**config.mk**
```make
export PLATFORM = sky130hd
export DESIGN_NAME = uart_frame_xcvr
export DESIGN_NICKNAME = d
export VERILOG_FILES = /design/src/rtl/uart_xcvr_pkg.sv /design/src/rtl/uart_xcvr_fifo.sv /design/src/rtl/uart_xcvr_tx.sv /design/src/rtl/uart_xcvr_rx.sv /design/src/rtl/uart_frame_xcvr.sv
export SDC_FILE = /design/constraint.sdc
export NUM_CORES = 1
export LEC_CHECK = 0
export BUFFER_PORTS_ARGS = -buffer_cell sky130_fd_sc_hd__clkbuf_2
export CAP_MARGIN = 5
export CORE_UTILIZATION = 30
export CTS_BUF_LIST = sky130_fd_sc_hd__clkbuf_16
export DETAILED_ROUTE_END_ITERATION = 8
export SETUP_SLACK_MARGIN = 0.1
export SYNTH_ARGS = -nofsm -noshare
export SYNTH_HDL_FRONTEND = slang
export SYNTH_SLANG_ARGS = --single-unit
```
**constraint.sdc**
```tcl
create_clock -name clk -period 3.7 [get_ports clk]
set_input_delay 0.74 -clock clk [delete_from_list [all_inputs] [get_ports clk]]
set_output_delay 0.74 -clock clk [all_outputs]
set_load 0.02 [all_outputs]
```
**src/rtl/uart_xcvr_pkg.sv**
```systemverilog
`timescale 1ns/1ps
package uart_xcvr_pkg;

  typedef enum logic [2:0] {TX_IDLE, TX_START, TX_DATA, TX_PAR, TX_STOP} tx_state_e;
  typedef enum logic [2:0] {RX_IDLE, RX_START, RX_DATA, RX_PAR, RX_STOP, RX_RECOV} rx_state_e;

  // Field layout follows the control word bit positions
  typedef struct packed {
    logic [1:0] wlen;
    logic       fifo_en;
    logic       two_stop;
    logic       par_even;
    logic       par_en;
    logic       brk_force;
  } lcr_t;

  function automatic logic [3:0] word_bits(input logic [1:0] wl);
    return 4'd5 + {2'b00, wl};
  endfunction

  function automatic logic [7:0] word_mask(input logic [1:0] wl);
    case (wl)
      2'b00:   return 8'h1F;
      2'b01:   return 8'h3F;
      2'b10:   return 8'h7F;
      default: return 8'hFF;
    endcase
  endfunction

  function automatic logic parity_of(input logic [7:0] d, input logic [1:0] wl, input logic even);
    logic p;
    p = ^(d & word_mask(wl));
    return even ? p : ~p;
  endfunction

endpackage

```
**src/rtl/uart_xcvr_fifo.sv**
```systemverilog
`timescale 1ns/1ps
module uart_xcvr_fifo #(
  parameter int WIDTH = 8,
  parameter int DEPTH = 16
) (
  input  logic             clk,
  input  logic             rst_n,
  input  logic             single,
  input  logic             push,
  input  logic             pop,
  input  logic [WIDTH-1:0] din,
  output logic [WIDTH-1:0] dout,
  output logic             empty,
  output logic             full
);
  localparam int AW = $clog2(DEPTH);
  localparam int CW = AW + 1;

  logic [WIDTH-1:0] mem [DEPTH];
  logic [AW-1:0]    wp, rp;
  logic [CW-1:0]    cnt;
  logic             do_push, do_pop;

  assign empty   = (cnt == '0);
  assign full    = single ? (cnt != '0) : (cnt == CW'(DEPTH));
  assign do_push = push && !full;
  assign do_pop  = pop && !empty;
  assign dout    = mem[rp];

  always_ff @(posedge clk) begin
    if (do_push) mem[wp] <= din;
  end

  always_ff @(posedge clk or negedge rst_n) begin
    if (!rst_n) begin
      wp  <= '0;
      rp  <= '0;
      cnt <= '0;
    end else begin
      if (do_push) wp <= (wp == AW'(DEPTH - 1)) ? '0 : wp + 1'b1;
      if (do_pop)  rp <= (rp == AW'(DEPTH - 1)) ? '0 : rp + 1'b1;
      case ({do_push, do_pop})
        2'b10:   cnt <= cnt + 1'b1;
        2'b01:   cnt <= cnt - 1'b1;
        default: cnt <= cnt;
      endcase
    end
  end

  AST_FIFO_BOUND: assert property (@(posedge clk) disable iff (!rst_n)
    cnt <= CW'(DEPTH));
  AST_NO_OVERFLOW: assert property (@(posedge clk) disable iff (!rst_n)
    (full && push && !pop) |=> (cnt == $past(cnt)));

endmodule

```
**src/rtl/uart_xcvr_tx.sv**
```systemverilog
`timescale 1ns/1ps
module uart_xcvr_tx
  import uart_xcvr_pkg::*;
(
  input  logic       clk,
  input  logic       rst_n,
  input  logic       tick,
  input  logic [1:0] wlen,
  input  logic       par_en,
  input  logic       par_even,
  input  logic       two_stop,
  input  logic       fifo_empty,
  input  logic [7:0] fifo_data,
  output logic       pop,
  output logic       ser,
  output logic       active
);
  tx_state_e  state;
  logic [3:0] tcnt;
  logic [3:0] bcnt;
  logic [7:0] sh;
  logic       pbit;
  logic       second;
  logic       bit_end;

  assign pop     = (state == TX_IDLE) && !fifo_empty;
  assign active  = (state != TX_IDLE);
  assign bit_end = tick && (tcnt == 4'hF);

  always_ff @(posedge clk or negedge rst_n) begin
    if (!rst_n) begin
      state  <= TX_IDLE;
      tcnt   <= '0;
      bcnt   <= '0;
      sh     <= '0;
      pbit   <= 1'b0;
      second <= 1'b0;
      ser    <= 1'b1;
    end else if (state == TX_IDLE) begin
      if (!fifo_empty) begin
        state <= TX_START;
        tcnt  <= '0;
        sh    <= fifo_data;
        pbit  <= parity_of(fifo_data, wlen, par_even);
        ser   <= 1'b0;
      end
    end else begin
      if (tick) tcnt <= tcnt + 4'd1;
      if (bit_end) begin
        case (state)
          TX_START: begin
            state <= TX_DATA;
            bcnt  <= 4'd1;
            ser   <= sh[0];
          end
          TX_DATA: begin
            if (bcnt == word_bits(wlen)) begin
              if (par_en) begin
                state <= TX_PAR;
                ser   <= pbit;
              end else begin
                state  <= TX_STOP;
                ser    <= 1'b1;
                second <= 1'b0;
              end
            end else begin
              ser  <= sh[bcnt[2:0]];
              bcnt <= bcnt + 4'd1;
            end
          end
          TX_PAR: begin
            state  <= TX_STOP;
            ser    <= 1'b1;
            second <= 1'b0;
          end
          TX_STOP: begin
            if (two_stop && !second) second <= 1'b1;
            else                     state  <= TX_IDLE;
          end
          default: state <= TX_IDLE;
        endcase
      end
    end
  end

  AST_TX_START_LOW: assert property (@(posedge clk) disable iff (!rst_n)
    (state == TX_START) |-> !ser);
  AST_TX_PAR_BIT: assert property (@(posedge clk) disable iff (!rst_n)
    (state == TX_PAR) |-> (ser == pbit));
  AST_TX_STOP_HIGH: assert property (@(posedge clk) disable iff (!rst_n)
    (state == TX_STOP) |-> ser);

endmodule

```
**src/rtl/uart_xcvr_rx.sv**
```systemverilog
`timescale 1ns/1ps
module uart_xcvr_rx
  import uart_xcvr_pkg::*;
(
  input  logic       clk,
  input  logic       rst_n,
  input  logic       tick,
  input  logic [1:0] wlen,
  input  logic       par_en,
  input  logic       par_even,
  input  logic       line,
  output logic       done,
  output logic [7:0] data,
  output logic       fe,
  output logic       pe,
  output logic       brk
);
  rx_state_e  state;
  logic [3:0] tcnt;
  logic [3:0] bcnt;
  logic [7:0] sh;
  logic       pbit;
  logic       anyhi;
  logic       samp_mid;

  assign samp_mid = tick && (tcnt == 4'hF);
  assign done     = (state == RX_STOP) && samp_mid;
  assign brk      = !line && !anyhi;
  assign fe       = !line && anyhi;
  assign pe       = par_en && anyhi && (pbit != parity_of(sh, wlen, par_even));
  assign data     = sh;

  always_ff @(posedge clk or negedge rst_n) begin
    if (!rst_n) begin
      state <= RX_IDLE;
      tcnt  <= '0;
      bcnt  <= '0;
      sh    <= '0;
      pbit  <= 1'b0;
      anyhi <= 1'b0;
    end else begin
      if (tick && (state == RX_DATA || state == RX_PAR || state == RX_STOP))
        tcnt <= tcnt + 4'd1;
      case (state)
        RX_IDLE: if (tick && !line) begin
          state <= RX_START;
          tcnt  <= '0;
        end
        RX_START: if (tick) begin
          if (tcnt == 4'd6) begin
            if (!line) begin
              state <= RX_DATA;
              tcnt  <= '0;
              bcnt  <= '0;
              sh    <= '0;
              anyhi <= 1'b0;
            end else begin
              state <= RX_IDLE;
            end
          end else begin
            tcnt <= tcnt + 4'd1;
          end
        end
        RX_DATA: if (samp_mid) begin
          sh[bcnt[2:0]] <= line;
          anyhi         <= anyhi | line;
          if ((bcnt + 4'd1) == word_bits(wlen)) state <= par_en ? RX_PAR : RX_STOP;
          else                                  bcnt  <= bcnt + 4'd1;
        end
        RX_PAR: if (samp_mid) begin
          pbit  <= line;
          anyhi <= anyhi | line;
          state <= RX_STOP;
        end
        RX_STOP: if (samp_mid) state <= line ? RX_IDLE : RX_RECOV;
        RX_RECOV: if (tick && line) state <= RX_IDLE;
        default: state <= RX_IDLE;
      endcase
    end
  end

  AST_RX_BRK_NULL: assert property (@(posedge clk) disable iff (!rst_n)
    (done && brk) |-> (data == 8'h00));
  AST_RX_SHORT_ZERO: assert property (@(posedge clk) disable iff (!rst_n)
    done |-> ((data & ~word_mask(wlen)) == 8'h00));

endmodule

```
**src/rtl/uart_frame_xcvr.sv**
```systemverilog
`timescale 1ns/1ps
module uart_frame_xcvr
  import uart_xcvr_pkg::*;
#(
  parameter int FIFO_DEPTH = 16
) (
  input  logic       clk,
  input  logic       rst_n,
  input  logic       tick16,
  input  logic [6:0] line_ctl,
  input  logic       loop_en,
  input  logic       wr_en,
  input  logic [7:0] wr_data,
  input  logic       rd_en,
  output logic [7:0] rd_data,
  input  logic       stat_clr,
  output logic [3:0] stat,
  output logic       rx_empty,
  output logic       tx_full,
  output logic       rx_full,
  output logic       tx_empty,
  output logic       busy,
  input  logic       rxd,
  output logic       txd
);
  lcr_t       cfg;
  logic       rxd_s1, rxd_s2, line_in;
  logic       tx_pop, tx_ser, tx_active;
  logic [7:0] tx_head;
  logic       rx_done, rx_fe, rx_pe, rx_brk;
  logic [7:0] rx_char;
  logic       rx_push;
  logic       ev_fe, ev_pe, ev_brk, ev_ovr;
  logic [3:0] stat_q;

  assign cfg     = lcr_t'(line_ctl);
  assign txd     = !cfg.brk_force && tx_ser;
  assign line_in = loop_en ? txd : rxd_s2;
  assign busy    = !tx_empty || tx_active;

  always_ff @(posedge clk or negedge rst_n) begin
    if (!rst_n) begin
      rxd_s1 <= 1'b1;
      rxd_s2 <= 1'b1;
    end else begin
      rxd_s1 <= rxd;
      rxd_s2 <= rxd_s1;
    end
  end

  uart_xcvr_fifo #(.WIDTH(8), .DEPTH(FIFO_DEPTH)) u_txq (
    .clk(clk), .rst_n(rst_n), .single(!cfg.fifo_en),
    .push(wr_en), .pop(tx_pop), .din(wr_data), .dout(tx_head),
    .empty(tx_empty), .full(tx_full));

  uart_xcvr_tx u_tx (
    .clk(clk), .rst_n(rst_n), .tick(tick16), .wlen(cfg.wlen),
    .par_en(cfg.par_en), .par_even(cfg.par_even), .two_stop(cfg.two_stop),
    .fifo_empty(tx_empty), .fifo_data(tx_head), .pop(tx_pop),
    .ser(tx_ser), .active(tx_active));

  uart_xcvr_rx u_rx (
    .clk(clk), .rst_n(rst_n), .tick(tick16), .wlen(cfg.wlen),
    .par_en(cfg.par_en), .par_even(cfg.par_even), .line(line_in),
    .done(rx_done), .data(rx_char), .fe(rx_fe), .pe(rx_pe), .brk(rx_brk));

  assign rx_push = rx_done && !rx_full;
  assign ev_ovr  = rx_done && rx_full;
  assign ev_fe   = rx_push && rx_fe;
  assign ev_pe   = rx_push && rx_pe;
  assign ev_brk  = rx_push && rx_brk;

  uart_xcvr_fifo #(.WIDTH(8), .DEPTH(FIFO_DEPTH)) u_rxq (
    .clk(clk), .rst_n(rst_n), .single(!cfg.fifo_en),
    .push(rx_push), .pop(rd_en), .din(rx_char), .dout(rd_data),
    .empty(rx_empty), .full(rx_full));

  always_ff @(posedge clk or negedge rst_n) begin
    if (!rst_n) stat_q <= '0;
    else        stat_q <= (stat_clr ? 4'h0 : stat_q) | {ev_ovr, ev_brk, ev_pe, ev_fe};
  end
  assign stat = stat_q;

  AST_OVR_KEPT: assert property (@(posedge clk) disable iff (!rst_n)
    ev_ovr |=> stat[3]);
  AST_ERR_BEATS_CLR: assert property (@(posedge clk) disable iff (!rst_n)
    (ev_pe || ev_fe) |=> (stat[1] || stat[0]));
  AST_CLR_EMPTIES: assert property (@(posedge clk) disable iff (!rst_n)
    (stat_clr && !rx_done) |=> (stat == 4'h0));
  AST_BRK_ALONE: assert property (@(posedge clk) disable iff (!rst_n)
    ev_brk |-> !(ev_fe || ev_pe));
  AST_BUSY_DRAINED: assert property (@(posedge clk) disable iff (!rst_n)
    $fell(busy) |-> tx_empty);
  AST_BUSY_AFTER_WRITE: assert property (@(posedge clk) disable iff (!rst_n)
    (wr_en && !tx_full) |=> busy);

endmodule

```
# [Word level (Yosys, flattened, before mapping)]
# Memories as Yosys holds them, arrays and structs flattened.
# Index checks and enable logic that the tools add are counted.
[classes] n_lt_le_gt_ge=3 n_bitwise=8 reduce_logical=65 n_eq_ne=45 muxes=79 n_addsub=13
[ops] op="2-to-1 mux 4 bit" count=19
[ops] op="2-to-1 mux 8 bit" count=6
[ops] op="2-to-1 mux 3 bit" count=15
[ops] op="adder 4 x 1 -> 4 bit (second input constant)" count=8
[ops] op="== test 4 bit (second input constant)" count=6
[ops] op="one-hot mux 4 bit (2 select lines)" count=3
[ops] op="one-hot mux 8 bit (3 select lines)" count=1
[ops] op="logical AND 1 bit" count=23
[ops] op="2-to-1 mux 1 bit" count=23
[ops] op="one-hot mux 5 bit (2 select lines)" count=2
[ops] op="inequality test 2 x 1 -> 1 bit (second input constant)" count=9
[ops] op="one-hot mux 3 bit (6 select lines)" count=1
[ops] op="bitwise AND 8 bit" count=2
[ops] op="one-hot mux 8 bit (2 select lines)" count=1
[ops] op="XOR reduction 8 bit" count=2
[ops] op="inequality test 2 bit (second input constant)" count=7
[ops] op="nonzero test 2 bit" count=7
[ops] op="== test 3 x 2 -> 1 bit (second input constant)" count=4
[ops] op="one-hot mux 3 bit (4 select lines)" count=1
[ops] op="AND reduction 6 bit" count=2
[ops] op="adder 5 x 1 -> 5 bit (second input constant)" count=2
[ops] op="== test 5 bit (second input constant)" count=2
[ops] op="zero test 5 bit" count=2
[ops] op="AND reduction 5 bit" count=2
[ops] op="34 further kinds" count=63
[word_totals] regBits=75 memories=2 ram_bits=256 wordCells=237
[memory_table] name="u_rxq.mem" words=16 width=8 rd=1 rd_ports_with_merged_regs=0 wr=1 line="uart_xcvr_fifo.sv:19" source="logic [WIDTH-1:0] mem [DEPTH];"
[memory_table] name="u_txq.mem" words=16 width=8 rd=1 rd_ports_with_merged_regs=0 wr=1 line="uart_xcvr_fifo.sv:19"

# [Logic depth before layout (Yosys ltp)]
# Gate-level depths: netlist of the first run.
[logic_depth] word_depth=10 ltp_mapped=16 depth_no_buf=15

# [Modules after synthesis]
# From an unflattened synthesis of the first run, not the netlist that was laid out.
[unflattened] hier_cells=970 area_unflattened_um2=14831.7
[modules_own_cells] module="uart_xcvr_fifo at u_txq" cells_each=339 n_inst=1 area_each_um2=5841.9
[modules_own_cells] module="uart_xcvr_fifo at u_rxq" cells_each=306 n_inst=1 area_each_um2=5791.8
[modules_own_cells] module="uart_xcvr_rx" cells_each=183 n_inst=1 area_each_um2=1641.6
[modules_own_cells] module="uart_xcvr_tx" cells_each=126 n_inst=1 area_each_um2=1312.5
[modules_own_cells] module="uart_frame_xcvr" cells_each=16 n_inst=1 area_each_um2=244.0

# [Least setup slack after synthesis of the first run]
# Ideal clock, no wire load.
[synth_timing] path_type="reg2reg" startpoint="register u_rxq.cnt[1]" endpoint="register u_rxq.cnt[4]" stages_incl_launch_ff=16 arrival_ns=3.309 path_slack_ns=0.265 setup_ns=0.125 n_path_buf=1 required_ns=3.575 path_cell_list="dfrtp_1 > or4_1 > nor2_1 > a21oi_1 > nor2_1 > inv_1 > ha_1 > clkbuf_1 > xor2_1 > ha_1 > o21ai_0 > a21oi_1 > a21oi_1 > xor2_1 > nor2_1 > xor2_1"
[synth_between] word_cells_on_any_way=15 cone_classes="add/sub (2); eq/ne (3); mux (2); reduce/logical (8)"
[synth_lines] item="start, declared" line="uart_xcvr_fifo.sv:21" source="logic [CW-1:0] cnt;"
[synth_lines] item="start signal, assigned" line="uart_xcvr_fifo.sv:43" source="2'b10: cnt <= cnt + 1'b1;"
[synth_lines] item="start signal, assigned" line="uart_xcvr_fifo.sv:44" source="2'b01: cnt <= cnt - 1'b1;"
[synth_lines] item="start signal, assigned" line="uart_xcvr_fifo.sv:45" source="default: cnt <= cnt;"
[synth_lines] item="zero test 5 bit *" line="uart_xcvr_fifo.sv:24" source="assign empty = (cnt == '0);"
[synth_lines] item="named net rx_empty" line="uart_frame_xcvr.sv:18" source="output logic rx_empty,"
[synth_lines] item="zero test 1 bit *" line="uart_xcvr_fifo.sv:27" source="assign do_pop = pop && !empty;"
[synth_lines] item="logical AND 1 bit *" line="uart_xcvr_fifo.sv:27"
[synth_lines] item="== test 2 x 1 -> 1 bit or == test 2 bit (tied branches)" line="uart_xcvr_fifo.sv:42" source="case ({do_push, do_pop})"
[synth_lines] item="one-hot mux 5 bit (2 select lines) or nonzero test 2 bit (tied branches)"
# Mark *: on every way through the listed nets, which the timed path passes. The rest lies on a longest branch.
# A chain may end at the register's enable or synchronous reset.

# [Worst setup path in the final report of the first run]
[layout_timing] startpoint="register u_rxq.rp[0]" endpoint="output rd_data[4]"
[layout_between] elab_chain_cells=1
[layout_rtl] item="start, declared" line="uart_xcvr_fifo.sv:20" source="logic [AW-1:0] wp, rp;"
[layout_rtl] item="start signal, assigned" line="uart_xcvr_fifo.sv:41" source="if (do_pop) rp <= (rp == AW'(DEPTH - 1)) ? '0 : rp + 1'b1;"
[layout_rtl] item="memory (16 x 8 bit)"
[layout_rtl] item="end, declared" line="uart_frame_xcvr.sv:15" source="output logic [7:0] rd_data,"
# No other way between the ends.

==> flow_metrics.tcl, run 1 <==
set metrics [dict create \
    synthTopCellsByCount "sky130_fd_sc_hd__edfxtp_1 (256), sky130_fd_sc_hd__nand2_1 (79), sky130_fd_sc_hd__dfrtp_1 (72), sky130_fd_sc_hd__mux4_2 (52), sky130_fd_sc_hd__o21ai_0 (47)" \
    utilization_pct 35.0 \
    n_antenna_cell 0 \
    antenna_found_initial 0 \
    globalRoute.totalOverflow 0 \
    postSynthNetCount 945 \
    postRouteAntennaNets 0 \
    netlist.top_cell.by_area "sky130_fd_sc_hd__edfxtp_1" \
    slew_viol_final 0 \
    slew_headroom_pct 46.0 \
    largest_net_degree_at_the_start_of_global_routing 58 \
    rsz0062_at_grt "no" \
    final_net_count 1000 \
    netlist-cell-type-count 61 \
    cts-hold-fix-buffers 0 \
    ir_drop_mv 0.383 \
    path_class "flop to output port" \
    cts_post_setup_buffers_inserted 0 \
    n_fill_cell 4479 \
    r2r_start "u_rxq.cnt[1]$_DFFE_PN0P_" \
    final.hold.worst_slack_ns 0.294 \
    max-clock-path-buffers 3 \
    tns_ns 0 \
    synth_top_area_share_pct 53.6 \
    synth-main-ff-cell "sky130_fd_sc_hd__edfxtp_1" \
    required_ns 2.96 \
    post-synth-top-count-cell "sky130_fd_sc_hd__edfxtp_1" \
    p_per_area_nw_per_um2 629 \
    post_drt_wl_per_cell_um 18.1 \
    hpwlAfterDp_um 18800 \
    vias 7639 \
    p_leak_nw 5.86 \
    finalCriticalPeriod_ns 3.40 \
    floorplan.initialDensity_pct 30.6 \
    yosysWarnings 0 \
    clock_sink_count 331 \
    critPathLaunchType "flop" \
    final_layout_size_suffix_gt1_share_pct 18.1 \
    post_drt_via_cell_ratio 4.84 \
    fin_worst_skew_ns 0.0120 \
    source_of_the_critical_timing_path "u_rxq.rp[0]$_DFFE_PN0P_" \
    tightest_slew_ns 0.809 \
    die_x_um 221 \
    tritoncts "done" \
    synthesis.instances 894 \
    worst-path-max-fanout 19 \
    async_flop_share_pct 22.7 \
    seqCellArea_um2 9570 \
    multi_input_gate_area_um2 4490 \
    critical_path_capture_point_type "output port" \
    synth.cell_area_um2 14300 \
    timing.critical_path.arrival_ns 2.66 \
    synthesis.area_per_instance_um2 16.0 \
    synth-edff-count 256 \
    drt_wl_total_um 28600 \
    fp-row-count 79 \
    port_buffers 40 \
    die_area_um2 48700 \
    count_of_unresolved_drc_violations_after_routing 0 \
    cts_inserted_buffers 35 \
    design.portCount 41 \
    cts.clk_slew.worst_paths_ns 0.06 \
    report.final.hold_viol_count 0 \
    layout_worst_path_cycle_share_pct 91.9 \
    first_global_vias 7717 \
    achievable-frequency_ghz 0.294 \
    synth-seq-area-share_pct 66.7 \
    clock-root-buffer "sky130_fd_sc_hd__clkbuf_16" \
    tightest_hold_check_type "input port to asynchronous set/reset pin" \
    status "finished, final reports clean" \
    worst_skew_pair.late_latency_ns 0.52 \
    setup_violating_endpoint_count_in_the_final_report 0 \
    core_region_area_um2 46900 \
    clock_tree.htree_level_count 2 \
    detail_route.iter0.violations 423 \
    drt_first_pass_iters 4 \
    die_h_um 221 \
    area_growth_syn_to_layout_pct 14.3 \
    grt_first_pass_wirelength_um 44700 \
    yosys-top-cells-area "sky130_fd_sc_hd__edfxtp_1 (54%), sky130_fd_sc_hd__dfrtp_1 (13%), sky130_fd_sc_hd__mux4_2 (8.2%)" \
    count_of_state_elements_after_synthesis 331 \
    grt_use_total_pct 12.1 \
    place.gp.congestion 0.768 \
    drv_cap 0 \
]
-- critical path, stage by stage, from the launching register on --
cell and delay, ns:
sky130_fd_sc_hd__dfrtp_4 0.65, sky130_fd_sc_hd__buf_12 0.26, sky130_fd_sc_hd__mux4_2 0.56, sky130_fd_sc_hd__mux4_2 0.49, sky130_fd_sc_hd__clkbuf_2 0.17
-- sequential cells by signal, indices dropped and copies added (netlist names) --
| register | flops |
|---|---|
| u_rxq.mem | 128 |
| u_txq.mem | 128 |
| u_rx.data | 8 |
| u_tx.sh | 8 |
| u_rxq.cnt | 5 |
| u_txq.cnt | 5 |
| stat | 4 |
| u_rx.bcnt | 4 |
| u_rx.tcnt | 4 |
| u_rxq.rp | 4 |
| u_rxq.wp | 4 |
| u_tx.bcnt | 4 |
| u_tx.tcnt | 4 |
| u_txq.rp | 4 |
| u_txq.wp | 4 |
| u_rx.state | 3 |
| u_tx.state | 3 |
| rxd_s1 | 1 |
| rxd_s2 | 1 |
| u_rx.anyhi | 1 |
| u_rx.pbit | 1 |
| u_tx.pbit | 1 |
| u_tx.second | 1 |
| u_tx.ser | 1 |
-- cells in the final DEF (no fill, tap or decap), types with 8 or more instances in the layout --
master	instances
sky130_fd_sc_hd__a21o_1	8
sky130_fd_sc_hd__edfxtp_1	256
sky130_fd_sc_hd__ha_1	27
sky130_fd_sc_hd__a21oi_1	27
sky130_fd_sc_hd__nor2b_1	9
sky130_fd_sc_hd__dfrtp_1	70
sky130_fd_sc_hd__clkbuf_16	36
sky130_fd_sc_hd__a31oi_1	8
sky130_fd_sc_hd__xnor2_1	22
sky130_fd_sc_hd__xor2_1	10
sky130_fd_sc_hd__nand3_1	12
sky130_fd_sc_hd__nand2_1	79
sky130_fd_sc_hd__o21ai_0	47
sky130_fd_sc_hd__inv_1	27
sky130_fd_sc_hd__and3_1	10
sky130_fd_sc_hd__mux4_2	52
sky130_fd_sc_hd__buf_4	19
sky130_fd_sc_hd__mux4_1	23
sky130_fd_sc_hd__nor2_1	37
sky130_fd_sc_hd__clkbuf_2	39
sky130_fd_sc_hd__and2_1	22
sky130_fd_sc_hd__a22oi_1	10
-- final cells by class --
cell class	instances	area share, %
sequential	331	58.4
multi-input combinational	498	27.4
clock buffer	36	5.49
tap	607	4.63
timing repair buffer	61	2.43
clock inverter	23	1.16
inverter	22	0.504
-- timing repair --
action | CTS | global route
gates resized for setup | 0 | 2
hold endpoints to repair | 0 | 0
setup endpoints to repair | 0 | 9
-- logic make-up (layout without fill, tap and decap cells) --
group	after synthesis	after routing	share of synthesized area, %
AOI/OAI and AO/OA	143	143	6.28
buffers and inverters	65	142	2.01
adders and majority gates	28	28	2.49
DFF	331	331	66.7
muxes	86	86	13.2
xor gates and xnor gates	35	35	2.39
and+or+nand+nor	206	206	6.95
-- metrics by stage --
stage	worst slack (ns)	instance area, µm²	instances	power, mW
3_5_place_dp	0.293	15300	1519	7.06
5_1_grt	0.0968	16400	1578	10.8
3_3_place_gp	0.346	15300	1519	7.00
4_1_cts	0.110	16400	1578	10.4
6_report	0.300	16400	1578	10.3
2_1_floorplan	0.265	14300	894	6.36
-- path summary, 6_finish.rpt --
check | endpoint | slack [ns] | depth (start not counted)
max reg2reg | u_rxq.cnt[4]$_DFFE_PN0P_ | 0.45 | 13
min reg2reg | rxd_s2$_DFF_PN1_ | 0.35 | 0
max | rd_data[4] | 0.30 | 4
max in group asynchronous | rxd_s2$_DFF_PN1_ | 2.58 | 2
min | u_txq.wp[2]$_DFFE_PN0P_ | 0.29 | 1
min in group clk | rxd_s1$_DFF_PN1_ | 0.30 | 1
-- where the power goes --
group          switching (mW)  internal (mW)  total, mW
clock network            1.39           1.97       3.37
logic                    1.16           1.10       2.27
registers               0.399           4.28       4.68
total                    2.95           7.36       10.3
-- per-layer routing --
metal  share of wire (%)  GRT usage [%]  vias to the layer above  wire length, µm
met2                  51           21.0                      110            14600
met4                 1.7           3.36                        0              476
met5                   0              0                        -                0
li1                    -              -                     3593                -
met1                  44           15.5                     3900            12500
met3                 3.4           2.12                       36              973
No activity file was read; power rests on OpenSTA's default activity.
==> run 2, diff against run 1 <==
ABC_AREA = 1   (was default)
==> run 2 against run 1 <==
  * Sequential power rose by 4%
  * Area after synthesis rose by 3.3%
  * Clock-buffer cell count rose by 1
  * Design area rose by 2.7%
  * Clock skew rose by 0.0070 ns
  * Clock power rose by 3%
  * Global-route usage grew 2.0 points
  * Fmax is 0.78% higher
  * Wire length up 21%
  * First-iteration DRC count increased by 84%
  * Via count up 32%
  * Critical path depth rose by 2
  * Largest cell class unchanged
==> flow_metrics.tcl, run 2 <==
set metrics [dict create \
    path_cells "buf_4 > o21ai_0 > o221ai_1 > nand3_1 > nand3_1 > clkbuf_2" \
    area_growth_syn_to_layout_pct 13.6 \
    clock_tree.htree_level_count 2 \
    post_drt_wl_per_cell_um 16.3 \
    clock-root-buffer "sky130_fd_sc_hd__clkbuf_16" \
    leading_cell_types_in_the_layout_fill_and_taps_excluded "sky130_fd_sc_hd__edfxtp_1 (256), sky130_fd_sc_hd__nand2_1 (249), sky130_fd_sc_hd__nor2_1 (190), sky130_fd_sc_hd__inv_1 (142), sky130_fd_sc_hd__nand3_1 (108)" \
    p_per_area_nw_per_um2 744 \
    reg.largest.list "u_rxq.mem (128), u_txq.mem (128)" \
    critPathLaunchType "flop" \
    globalRoute.totalOverflow 0 \
    die_x_um 224 \
    fin_worst_skew_ns 0.0190 \
    postRouteAntennaNets 0 \
    cts_resized 0 \
    dpl_worst_slack_ns 0.348 \
    finalCriticalPeriod_ns 3.37 \
    tightest_slew_ns 0.959 \
    path_class "flop to output port" \
    grt_use_total_pct 14.1 \
    core_region_area_um2 48800 \
    final_layout_size_suffix_gt1_share_pct 8.50 \
    design.portCount 41 \
    synthesis.instances 1387 \
    drv_cap 0 \
    status "finished, final reports clean" \
    layout_worst_path_cycle_share_pct 91.2 \
    p_int_mw 7.78 \
    report.final.hold_viol_count 0 \
    post-synth-top-count-cell "sky130_fd_sc_hd__edfxtp_1" \
    share_clk_of_total_power_pct 27.6 \
    synth_top_area_share_pct 51.9 \
    async_flop_share_pct 22.7 \
    final_net_count 1481 \
    critPathSlowestCell "sky130_fd_sc_hd__buf_4" \
    p_leak_nw 6.51 \
    power.share.sequential_pct 38.7 \
    tritoncts "done" \
    postPlaceCellArea_um2 15700 \
    yosysWarnings 0 \
    synth.cell_area_um2 14800 \
    hpwlAfterDp_um 22200 \
    power_switching_mw 4.75 \
    finalInstanceArea_um2 16800 \
    worst_skew_pair.late_latency_ns 0.55 \
    first_global_vias 9995 \
    count_of_unresolved_drc_violations_after_routing 0 \
    layout_commonest_cell "sky130_fd_sc_hd__edfxtp_1" \
    max-clock-path-buffers 3 \
    final.hold.worst_slack_ns 0.246 \
    antenna_found_initial 1 \
    worst_path_dominant_cell_family "buffers and inverters" \
    synth-main-ff-cell "sky130_fd_sc_hd__edfxtp_1" \
    critical_path_capture_point_type "output port" \
    cp_most_frequent_cell "sky130_fd_sc_hd__nand3_1" \
    port_buffers 40 \
    netlist.top_cell.by_area "sky130_fd_sc_hd__edfxtp_1" \
    rsz0062_at_grt "no" \
    vias 10100 \
    worst_slack_ns 0.327 \
    count_of_buffering_cells_on_the_critical_path_with_inverters_included 2 \
    worst-path-max-fanout 66 \
    postSynthNetCount 1438 \
    fp-row-count 81 \
    drt_first_pass_iters 5 \
    place.gp.congestion 0.805 \
    setup_violating_endpoint_count_in_the_final_report 0 \
    power.combinational.fraction_pct 33.7 \
    synth-edff-count 256 \
    tns_ns 0 \
    cts.clk_slew.worst_paths_ns 0.06 \
    drt_wl_total_um 34600 \
    clock_sink_count 331 \
    largest_net_degree_at_the_start_of_global_routing 67 \
    slew_headroom_pct 35.6 \
    netlist-cell-type-count 50 \
    cts_inserted_buffers 37 \
    achievable-frequency_ghz 0.296 \
    yosys-top-cells-area "sky130_fd_sc_hd__edfxtp_1 (52%), sky130_fd_sc_hd__dfrtp_1 (12%), sky130_fd_sc_hd__nand2_1 (6.3%)" \
    utilization_pct 34.5 \
    synth-seq-area-share_pct 64.6 \
    ir_drop_mv 0.362 \
    post_drt_via_cell_ratio 4.74 \
    tightest_hold_check_type "input port to asynchronous set/reset pin" \
    grt_first_pass_wirelength_um 55300 \
    synthTopCellsByCount "sky130_fd_sc_hd__edfxtp_1 (256), sky130_fd_sc_hd__nand2_1 (249), sky130_fd_sc_hd__nor2_1 (190), sky130_fd_sc_hd__inv_1 (127), sky130_fd_sc_hd__nand3_1 (108)" \
    die_h_um 224 \
    worst_path_largest_cell_delay_ns 0.58 \
    floorplan.initialDensity_pct 30.3 \
    switching_share_pct 37.9 \
    detail_route.iter0.violations 777 \
    synthesis.area_per_instance_um2 10.7 \
    required_ns 2.96 \
    timing.critical_path.arrival_ns 2.63 \
    die_area_um2 50300 \
    cts_post_setup_buffers_inserted 0 \
    slew_viol_final 0 \
    count_of_state_elements_after_synthesis 331 \
    cts-hold-fix-buffers 0 \
]
run 2: changes by cell type after synthesis, moves of 22 or more:
cell                      before  now
sky130_fd_sc_hd__and2_1       22    0
sky130_fd_sc_hd__nor2_1       38  190
sky130_fd_sc_hd__nand3_1      12  108
sky130_fd_sc_hd__inv_1        22  127
sky130_fd_sc_hd__o32ai_1       0   23
sky130_fd_sc_hd__nand2_1      79  249
sky130_fd_sc_hd__o21ai_0      47  104
sky130_fd_sc_hd__mux4_1       23    0
sky130_fd_sc_hd__mux4_2       52    0
run 2: power groups by stage:
stage          clock network (mW)  registers, mW  logic (mW)
3_3_place_gp                    0           4.90        4.18
3_5_place_dp                    0           4.92        4.25
5_1_grt                      3.68           4.90        4.78
2_1_floorplan                   0           4.69        3.28
6_report                     3.46           4.85        4.22
4_1_cts                      3.54           4.85        4.26
run 2: layer usage:
metal / track usage [%] / vias up / share of wire (%)
li1: - / 4891 / -
met3: 2.65 / 55 / 5.2
met2: 23.5 / 212 / 48
met4: 4.67 / 0 / 2.3
met1: 18.4 / 4904 / 44
met5: 0 / - / 0
run 2: worst paths after layout:
kind / depth (start not counted) / startpoint / slack (ns) / to
worst min-delay path: 1 / rst_n / 0.25 / u_rxq.wp[3]$_DFFE_PN0P_
worst max register to register: 16 / u_rx.tcnt[0]$_DFF_PN0_ / 0.68 / u_rxq.cnt[4]$_DFFE_PN0P_
worst min register to register: 0 / rxd_s1$_DFF_PN1_ / 0.36 / rxd_s2$_DFF_PN1_
max in group asynchronous: 2 / rst_n / 2.65 / u_txq.wp[1]$_DFFE_PN0P_
min in group clk: 1 / rxd / 0.29 / rxd_s1$_DFF_PN1_
worst max-delay path: 6 / u_rxq.rp[0]$_DFFE_PN0P_ / 0.33 / rd_data[0]
run 2: through the flow:
| stage | power, mW | std cells |
|---|---|---|
| finish | 12.5 | 2124 |
| detailed placement | 9.16 | 2055 |
| global placement | 9.08 | 2055 |
| global route | 13.4 | 2124 |
| floorplan | 7.97 | 1387 |
| CTS | 12.7 | 2123 |
run 2: area by class of cell:
| cell class | instances | area, µm² |
|---|---|---|
| Fill cell | 4926 | 32000 |
| Sequential cell | 331 | 9570 |
| Multi-Input combinational cell | 867 | 4450 |
| Clock buffer | 37 | 926 |
| Tap cell | 664 | 831 |
| Inverter | 137 | 519 |
| Timing Repair Buffer | 56 | 323 |
| Clock inverter | 31 | 208 |
| Antenna cell | 1 | 2.50 |
run 2: cell families after synthesis:
kind of cell    synth area share (%)
simple gates                    15.8
flops                           64.6
buf+inv                         5.38
mux                            0.878
xor+xnor                        1.77
fa+ha+maj                       2.41
compound gates                  9.23
